--- src/rtl/tlb_pkg.sv ---
package tlb_pkg;
  typedef enum logic [1:0] {
    ACC_FETCH = 2'd0,
    ACC_LOAD  = 2'd1,
    ACC_STORE = 2'd2,
    ACC_RSVD  = 2'd3
  } acc_e;

  localparam int PERM_R = 0;
  localparam int PERM_W = 1;
  localparam int PERM_X = 2;
  localparam int PERM_BITS = 3;
endpackage

--- src/rtl/tlb_match.sv ---
module tlb_match #(
  parameter int N_ENTRY = 8,
  parameter int ASID_W  = 8,
  parameter int VPN_W   = 20,
  localparam int IDX_W  = $clog2(N_ENTRY)
) (
  input  logic [N_ENTRY-1:0]             valid_i,
  input  logic [N_ENTRY-1:0][ASID_W-1:0] asid_tbl_i,
  input  logic [N_ENTRY-1:0][VPN_W-1:0]  vpn_tbl_i,
  input  logic [ASID_W-1:0]              asid_i,
  input  logic [VPN_W-1:0]               vpn_i,
  output logic [N_ENTRY-1:0]             hit_vec_o,
  output logic                           hit_o,
  output logic [IDX_W-1:0]               hit_idx_o
);
  for (genvar g = 0; g < N_ENTRY; g++) begin : g_cmp
    assign hit_vec_o[g] = valid_i[g] && (asid_tbl_i[g] == asid_i) && (vpn_tbl_i[g] == vpn_i);
  end

  assign hit_o = |hit_vec_o;

  always_comb begin
    hit_idx_o = '0;
    for (int i = N_ENTRY - 1; i >= 0; i--) begin
      if (hit_vec_o[i]) hit_idx_o = IDX_W'(i);
    end
  end
endmodule

--- src/rtl/tlb_victim.sv ---
module tlb_victim #(
  parameter int N_ENTRY = 8,
  localparam int IDX_W  = $clog2(N_ENTRY)
) (
  input  logic               clk_i,
  input  logic               rst_ni,
  input  logic [N_ENTRY-1:0] valid_i,
  input  logic               alloc_i,
  output logic [IDX_W-1:0]   victim_o
);
  logic [IDX_W-1:0] rr_q;
  logic [IDX_W-1:0] free_idx;
  logic             free_found;

  // lowest invalid slot wins
  always_comb begin
    free_idx   = '0;
    free_found = 1'b0;
    for (int i = N_ENTRY - 1; i >= 0; i--) begin
      if (!valid_i[i]) begin
        free_idx   = IDX_W'(i);
        free_found = 1'b1;
      end
    end
  end

  assign victim_o = free_found ? free_idx : rr_q;

  always_ff @(posedge clk_i or negedge rst_ni) begin
    if (!rst_ni) begin
      rr_q <= '0;
    end else if (alloc_i && !free_found) begin
      rr_q <= (rr_q == IDX_W'(N_ENTRY - 1)) ? '0 : rr_q + 1'b1;
    end
  end

  p_victim_free_r8: assert property (@(posedge clk_i) disable iff (!rst_ni)
    (!(&valid_i)) |-> !valid_i[victim_o]);

  p_rr_hold_r8: assert property (@(posedge clk_i) disable iff (!rst_ni)
    (alloc_i && !(&valid_i)) |=> $stable(rr_q));

  p_rr_step_r9: assert property (@(posedge clk_i) disable iff (!rst_ni)
    (alloc_i && (&valid_i) && rr_q != IDX_W'(N_ENTRY - 1)) |=> rr_q == $past(rr_q) + 1'b1);
endmodule

--- src/rtl/tlb_perm.sv ---
module tlb_perm
  import tlb_pkg::*;
(
  input  logic [1:0]           acc_i,
  input  logic [PERM_BITS-1:0] perm_i,
  output logic                 ok_o
);
  always_comb begin
    unique case (acc_e'(acc_i))
      ACC_FETCH: ok_o = perm_i[PERM_X];
      ACC_LOAD:  ok_o = perm_i[PERM_R];
      ACC_STORE: ok_o = perm_i[PERM_W];
      default:   ok_o = 1'b0;
    endcase
  end
endmodule

--- src/rtl/tlb_prot.sv ---
module tlb_prot
  import tlb_pkg::*;
#(
  parameter int N_ENTRY = 8,
  parameter int ASID_W  = 8,
  parameter int VPN_W   = 20,
  parameter int PPN_W   = 20,
  parameter int OFF_W   = 12,
  localparam int VA_W   = VPN_W + OFF_W,
  localparam int PA_W   = PPN_W + OFF_W,
  localparam int IDX_W  = $clog2(N_ENTRY)
) (
  input  logic                 clk_i,
  input  logic                 rst_ni,
  input  logic                 req_valid_i,
  input  logic [VA_W-1:0]      req_vaddr_i,
  input  logic [ASID_W-1:0]    req_asid_i,
  input  logic [1:0]           req_acc_i,
  output logic                 hit_o,
  output logic [PA_W-1:0]      paddr_o,
  output logic                 prot_fault_o,
  output logic                 walk_req_o,
  output logic [VPN_W-1:0]     walk_vpn_o,
  input  logic                 refill_valid_i,
  input  logic                 refill_ok_i,
  input  logic [ASID_W-1:0]    refill_asid_i,
  input  logic [VPN_W-1:0]     refill_vpn_i,
  input  logic [PPN_W-1:0]     refill_ppn_i,
  input  logic [PERM_BITS-1:0] refill_perm_i,
  output logic                 page_fault_o,
  input  logic                 flush_asid_i,
  input  logic                 flush_all_i,
  input  logic [ASID_W-1:0]    flush_id_i
);
  logic [N_ENTRY-1:0]                valid_q;
  logic [N_ENTRY-1:0][ASID_W-1:0]    asid_q;
  logic [N_ENTRY-1:0][VPN_W-1:0]     vpn_q;
  logic [N_ENTRY-1:0][PPN_W-1:0]     ppn_q;
  logic [N_ENTRY-1:0][PERM_BITS-1:0] perm_q;
  logic                              pf_q;

  logic [VPN_W-1:0]   look_vpn;
  logic [OFF_W-1:0]   look_off;
  logic [N_ENTRY-1:0] hit_vec;
  logic               tag_hit;
  logic [IDX_W-1:0]   hit_idx;
  logic               perm_ok;
  logic               alloc;
  logic [IDX_W-1:0]   victim;

  assign look_vpn = req_vaddr_i[VA_W-1:OFF_W];
  assign look_off = req_vaddr_i[OFF_W-1:0];
  assign alloc    = refill_valid_i && refill_ok_i;

  tlb_match #(.N_ENTRY(N_ENTRY), .ASID_W(ASID_W), .VPN_W(VPN_W)) u_match (
    .valid_i    (valid_q),
    .asid_tbl_i (asid_q),
    .vpn_tbl_i  (vpn_q),
    .asid_i     (req_asid_i),
    .vpn_i      (look_vpn),
    .hit_vec_o  (hit_vec),
    .hit_o      (tag_hit),
    .hit_idx_o  (hit_idx)
  );

  tlb_perm u_perm (
    .acc_i  (req_acc_i),
    .perm_i (perm_q[hit_idx]),
    .ok_o   (perm_ok)
  );

  tlb_victim #(.N_ENTRY(N_ENTRY)) u_victim (
    .clk_i    (clk_i),
    .rst_ni   (rst_ni),
    .valid_i  (valid_q),
    .alloc_i  (alloc),
    .victim_o (victim)
  );

  assign hit_o        = req_valid_i && tag_hit && perm_ok;
  assign prot_fault_o = req_valid_i && tag_hit && !perm_ok;
  assign walk_req_o   = req_valid_i && !tag_hit;
  assign walk_vpn_o   = walk_req_o ? look_vpn : '0;
  assign paddr_o      = hit_o ? {ppn_q[hit_idx], look_off} : '0;
  assign page_fault_o = pf_q;

  always_ff @(posedge clk_i or negedge rst_ni) begin
    if (!rst_ni) begin
      valid_q <= '0;
      asid_q  <= '0;
      vpn_q   <= '0;
      ppn_q   <= '0;
      perm_q  <= '0;
      pf_q    <= 1'b0;
    end else begin
      pf_q <= refill_valid_i && !refill_ok_i;
      for (int i = 0; i < N_ENTRY; i++) begin
        if (flush_all_i || (flush_asid_i && asid_q[i] == flush_id_i)) valid_q[i] <= 1'b0;
      end
      // refill lands after any flush of the same cycle
      if (alloc) begin
        valid_q[victim] <= 1'b1;
        asid_q[victim]  <= refill_asid_i;
        vpn_q[victim]   <= refill_vpn_i;
        ppn_q[victim]   <= refill_ppn_i;
        perm_q[victim]  <= refill_perm_i;
      end
    end
  end

  p_single_match_r7: assert property (@(posedge clk_i) disable iff (!rst_ni)
    $onehot0(hit_vec));

  p_one_outcome_r12: assert property (@(posedge clk_i) disable iff (!rst_ni)
    $onehot0({hit_o, prot_fault_o, walk_req_o}) && (req_valid_i || !(hit_o || prot_fault_o || walk_req_o)));

  p_refill_written_r5: assert property (@(posedge clk_i) disable iff (!rst_ni)
    alloc |=> valid_q[$past(victim)] && vpn_q[$past(victim)] == $past(refill_vpn_i)
              && asid_q[$past(victim)] == $past(refill_asid_i));

  p_page_fault_r6: assert property (@(posedge clk_i) disable iff (!rst_ni)
    (refill_valid_i && !refill_ok_i) |=> page_fault_o);

  p_no_write_r6: assert property (@(posedge clk_i) disable iff (!rst_ni)
    (!alloc) |=> (valid_q & ~$past(valid_q)) == '0);

  p_flush_all_r11: assert property (@(posedge clk_i) disable iff (!rst_ni)
    (flush_all_i && !refill_valid_i) |=> valid_q == '0);

  for (genvar g = 0; g < N_ENTRY; g++) begin : g_flush_chk
    p_flush_asid_r10: assert property (@(posedge clk_i) disable iff (!rst_ni)
      (flush_asid_i && !refill_valid_i && asid_q[g] == flush_id_i) |=> !valid_q[g]);
    p_flush_keep_r10: assert property (@(posedge clk_i) disable iff (!rst_ni)
      (flush_asid_i && !flush_all_i && valid_q[g] && asid_q[g] != flush_id_i) |=> valid_q[g]);
  end
endmodule

--- config.mk ---
export PLATFORM = sky130hd
export DESIGN_NAME = tlb_prot
export DESIGN_NICKNAME = d
export VERILOG_FILES = /design/src/rtl/tlb_pkg.sv /design/src/rtl/tlb_match.sv /design/src/rtl/tlb_victim.sv /design/src/rtl/tlb_perm.sv /design/src/rtl/tlb_prot.sv
export SDC_FILE = /design/constraint.sdc
export NUM_CORES = 1
export LEC_CHECK = 0
export ABC_CLOCK_PERIOD_IN_PS = 5750
export CORE_MARGIN = 4
export CORE_UTILIZATION = 50
export CTS_CLUSTER_DIAMETER = 30
export DETAILED_ROUTE_END_ITERATION = 10
export PLACE_DENSITY = 0.71
export SLEW_MARGIN = 10
export SYNTH_ARGS = -nofsm -noshare
export SYNTH_HDL_FRONTEND = slang
export SYNTH_SLANG_ARGS = --single-unit
--- constraint.sdc ---
create_clock -name clk_i -period 5.75 [get_ports clk_i]
set_input_delay 1.15 -clock clk_i [delete_from_list [all_inputs] [get_ports clk_i]]
set_output_delay 1.15 -clock clk_i [all_outputs]
set_load 0.05 [all_outputs]
* Word level (Yosys, flattened, before mapping)
Cells that the tools add are included.
** Storage, ports and cells
- Memory bits (read-only) :: 0
- Memories :: 0
- Bits in registers :: 420
- Logic and storage cells :: 167
- Latch bits :: 0
- Input bits :: 108
- RAM bits :: 0
** Cells by class
- $mul :: 0
- Equal/unequal tests :: 27
- Magnitude comparators :: 3
- Div/mod/pow operators :: 0
- Shift operators :: 0
- Reductions and logical operators :: 46
- Add/sub/neg operators :: 1
- Mux-type cells :: 54
- Bitwise logic cells :: 1
** Operator list (number)
- $bwmux 160 :: 2
- $eq 20x20->1 :: 8
- $eq 8x8->1 :: 16
- $bwmux 64 :: 1
- $bmux 20 s3 :: 1
- $demux 20 s3 :: 1
- $mux 20 :: 3
- $mux 3 :: 20
- $logic_and 1x1->1 :: 32
- $mux 32 :: 1
- $bwmux 24 :: 1
- $demux 8 s3 :: 1
- $mux 1 :: 17
- $mux 8 :: 2
- $bmux 3 s3 :: 1
- $demux 3 s3 :: 1
- $logic_or 1x1->1 :: 8
- $lt 3x4->1 const B :: 2
- $or 8x8->8 :: 1
- $reduce_or 8->1 :: 1
- $logic_not 1->1 :: 4
- $add 3x1->3 const B :: 1
- $demux 1 s3 :: 1
- $eq 3x3->1 const B :: 1
- other kinds (5) :: 5

* Logic depth before layout (Yosys ltp)
- Depth in word-level cells :: 16
- Mapped depth :: 13
- Mapped depth without buffers :: 10

* Cells and area by module
A second synthesis with hierarchy kept.
** Second synthesis, totals
- Cells, all modules :: 1519
- Area total of the unflattened synthesis :: 21062.7 µm²
** Modules (own cells, without submodules)
- tlb_prot :: cells each 1137, area an instance 17973.5 µm², sequential area each 10435.0 µm², times used 1
- tlb_match :: cells each 354, area an instance 2829.0 µm², sequential area each 0.0 µm², times used 1
- tlb_victim :: cells each 25, area an instance 237.7 µm², sequential area each 75.1 µm², times used 1
- tlb_perm :: cells each 3, area an instance 22.5 µm², sequential area each 0.0 µm², times used 1

* Worst setup path before layout
Ideal clock, no wire load.
- Path type :: input-to-output
- From :: in req_asid_i[3]
- To :: out paddr_o[12]
- Stages on the path :: 13
- Arrival :: 4.495 ns
- Slack :: 0.105 ns
- Path through :: buf_2 > xnor2_1 > nand4_1 > or4_1 > nor2_1 > a21oi_1 > a21boi_0 > buf_2 > buf_4 > mux2i_1 > mux2i_1 > mux2i_1 > a211oi_1
** Between the ends
- Longest elaborated chain between the ends :: 16
** RTL lines
- start: declaration :: RTL line tlb_prot.sv:17 : input logic [ASID_W-1:0] req_asid_i,
- $eq 8x8->1 :: RTL line tlb_match.sv:17 : assign hit_vec_o[g] = valid_i[g] && (asid_tbl_i[g] == asid_i) && (vpn_tbl_i[g] == vpn_i);
- $logic_and 1x1->1 (2 in series) :: RTL line tlb_match.sv:17
- $mux 3 (8 in series) :: RTL line tlb_match.sv:25 : if (hit_vec_o[i]) hit_idx_o = IDX_W'(i);
- $bmux 3 s3 :: RTL line tlb_prot.sv:68 : .perm_i (perm_q[hit_idx]),
- $mux 3 (not written as such) :: RTL line tlb_prot.sv:68
- $pmux 1 s3 :: RTL line tlb_perm.sv:9 : unique case (acc_e'(acc_i))
- $logic_and 1x1->1 :: RTL line tlb_prot.sv:80 : assign hit_o = req_valid_i && tag_hit && perm_ok;
- $mux 32 * :: RTL line tlb_prot.sv:84 : assign paddr_o = hit_o ? {ppn_q[hit_idx], look_off} : '0;
- end: declaration :: RTL line tlb_prot.sv:20 : output logic [PA_W-1:0] paddr_o,
Every way passes the cells marked *; elsewhere a longest branch is shown, timed or not. The select of a mux whose other input is x is not followed.

* Worst setup path after layout
- From :: in req_vaddr_i[15]
- To :: out paddr_o[19]
** Between the ends
- Longest elaborated chain between the ends :: 15
** RTL lines
- start: declaration :: RTL line tlb_prot.sv:16 : input logic [VA_W-1:0] req_vaddr_i,
- $eq 20x20->1 :: RTL line tlb_match.sv:17
- $logic_and 1x1->1 :: RTL line tlb_match.sv:17
- $mux 3 (8 in series) :: RTL line tlb_match.sv:25
- $bmux 3 s3 :: RTL line tlb_prot.sv:68
- $mux 3 (not written as such) :: RTL line tlb_prot.sv:68
- $pmux 1 s3 :: RTL line tlb_perm.sv:9
- $logic_and 1x1->1 :: RTL line tlb_prot.sv:80
- $mux 32 * :: RTL line tlb_prot.sv:84
Marked as above.

==> results.tsv <==
metric	value	unit
die-area	46300	um^2
via_count	15200	
post-route-period-util	99.8	%
peakVddDrop	251	uV
synth_top_area_share	49.0	%
overflow	0	
n_antenna_cell	0	
antenna_left	0	
synthCells	1660	
rr_startpoint	valid_q[6]$_DFF_PN0_	
gp_congestion	0.930	
synth_area_leader_cell	dfrtp_1	
drv_slew	0	
synthMuxAreaShare	28.3	%
synthesis.nets	1770	
wl_per_cell	24.8	um
slew_headroom	19.4	%
initial_core_util	50.9	%
status	complete, no violations	
fp.dieH	215	um
maxCapViolations	0	
report.final.hold_viol_count	0	
synth_top_family_by_area	multiplexers	
fin_skew	17.0	ps
required	4600	ps
dr.pass1.iters	5	
synthXorXnorAreaFrac	11.7	%
wl	65500	um
min_period	5740	ps
clkSinkCount	420	
cp_max_fo	6	
grt_use_total	28.0	%
die_x	215	um
hp-class	reg -> reg	
synth_fa_ha_area_share	0.117	%
power.total	11.2	mW
drc_errors	0	
fmax	0.174	GHz
synthTopCellsByArea	dfrtp_1 49%, mux2_2 22%, xnor2_1 7.1%	
drive_above_1_share	45.1	%
arrival	4590	ps
fill_cells	2914	
cts_buffers	98	
async_reset_ff_share	100	%
area_growth	38.2	%
synth_cell_types	53	
syn-cell-area	21400	um^2
numPortBuffers	163	
r2r_setup_slack	2050	ps
synth-edff-count	0	
antenna_found_initial	1	
synth_compound_area_share	3.04	%
rsz0062_at_grt	yes	
rr_worst_depth	9	
crit_type	in -> out	
synthSimpleGateAreaFrac	5.33	%
crit_start	req_vaddr_i[15]	
cts_htree_levels	3	
clk_latency	610	ps
drt_iter0_markers	1064	
grt_pass1_wl	100000	um
root_buffer	clkbuf_16	
power.density	376	nW/um^2
setup_viol_count_final	0	
hold_depth	1	
clk_pin_slew	40	ps
final_util	70.3	%
cp-endpoint	paddr_o[19]	
core_area	42100	um^2
worstReg2RegEnd	vpn_q[54]$_DFFE_PN0P_	
io_pins	164	
synth_common_cells	420 x dfrtp_1, 411 x mux2_2, 174 x xnor2_1	
cts_buffer_depth	3	
ys_seq_elements	420	
grt_pass1_vias	16800	
yosysMostFrequentCell	dfrtp_1	
worst_setup_path_end_kind	output port	
synth_top_flop_cell	dfrtp_1	
postPlaceCellArea	24900	um^2
grt_max_degree	155	
p_leak	13.7	nW
fp-row-count	75	
fin_nets	2132	
avgSynthCellArea	12.9	um^2
cp-start-kind	input pin	
fin_area	29600	um^2
vias_per_cell	5.75	
synth-seq-area-share	49.0	%
worst_pin_slew	1210	ps
cts_tree	built	
dp_hpwl	42400	um
ys_warn_count	0	
[cell usage in the layout, fill, tap and decap left out, types with 14 or more instances in the layout]
cell type and instances:
xnor2_1 147, nand3_1 16, buf_6 43, clkdlybuf4s50_1 79, mux2_2 410, and3_1 22
nor4_1 17, a21oi_1 14, mux2i_1 141, dfrtp_1 420, buf_12 41, buf_4 175
nand4_1 52, clkbuf_16 101, clkbuf_8 20, bufinv_16 18, xnor2_2 24, nand2_1 35
dlygate4sd2_1 18, xor2_1 106
[report_power, final]
| part | internal, mW | total (mW) | switching [mW] |
|---|---|---|---|
| Sequential | 3.34 | 3.63 | 0.288 |
| Combinational | 0.820 | 1.58 | 0.756 |
| Clock | 4.23 | 5.95 | 1.71 |
| Total | 8.39 | 11.2 | 2.76 |
[how the worst min path moves through the flow]
stage                                 startpoint                endpoint  slack (ps)
after floorplan           perm_q[11]$_DFFE_PN0P_  perm_q[11]$_DFFE_PN0P_         470
after global placement    ppn_q[128]$_DFFE_PN0P_  ppn_q[128]$_DFFE_PN0P_         490
after detailed placement   perm_q[6]$_DFFE_PN0P_   perm_q[6]$_DFFE_PN0P_         490
after CTS                 ppn_q[121]$_DFFE_PN0P_  ppn_q[121]$_DFFE_PN0P_         500
after global routing       ppn_q[54]$_DFFE_PN0P_   ppn_q[54]$_DFFE_PN0P_         510
final                      ppn_q[77]$_DFFE_PN0P_   ppn_q[77]$_DFFE_PN0P_         500
[critical path, cell delays in order]
cell and delay [ps]:
dlygate4sd2_1 240, buf_6 130, buf_6 140, buf_8 140
xnor2_2 160, nand4_1 210, nor4_1 250, buf_4 180
o211ai_1 90, buf_4 160, a21oi_4 220, nor2_8 70
mux2_4 310, o211ai_1 300, a2bb2oi_4 250, buf_6 180
buf_12 160, a211oi_4 70, buf_6 170
[routing by layer]
| metal | wire, um | part of all wire [%] | track usage (%) | up-vias |
|---|---|---|---|---|
| li1 | - | - | - | 6681 |
| met1 | 26400 | 40 | 34.7 | 7798 |
| met2 | 32400 | 49 | 47.3 | 519 |
| met3 | 3400 | 5.2 | 5.17 | 185 |
| met4 | 3360 | 5.1 | 14.1 | 2 |
| met5 | 13 | 0.020 | 0 | - |
[sequential cells by signal (all words and copies together), names as in the netlist]
register       cells
ppn_q            160
valid_q            8
u_victim.rr_q      3
asid_q            64
page_fault_o       1
vpn_q            160
perm_q            24
[cells by family after synthesis]
| family | Yosys count |
|---|---|
| AO/OA/AOI/OAI | 78 |
| buffers and inverters | 116 |
| flip-flops | 420 |
| AND/OR/NAND/NOR | 203 |
| adder cells (fa/ha/maj) | 2 |
| multiplexers | 555 |
| XOR/XNOR | 286 |
[repair_timing]
item                       4_1_cts  5_1_grt
hold buffers                     0        0
resized for setup              120       64
setup endpoints to repair       34       34
buffers inserted                26       14
cloned                           2        0
pin swaps                       35       38
[stage by stage]
step           worst slack, ps  hold WS, ps  std cells  TNS [ps]
5_1_grt                  -51.7          507       2640      -261
3_3_place_gp              -336          486       2423    -10580
2_1_floorplan              105          473       1660         0
4_1_cts                  -21.2          504       2627     -55.7
3_5_place_dp              -468          489       2423    -14710
6_report                  10.2          499       2640         0
[area by class of cell]
type	count	area [um^2]	area share (%)
Sequential cell	420	10500	35.5
Timing Repair Buffer	370	3740	12.6
Clock inverter	48	746	2.52
Clock buffer	131	2840	9.58
Inverter	8	33.8	0.114
Tap cell	539	674	2.28
Multi-Input combinational cell	1124	11100	37.4
Power figures use the tool's default switching activity.
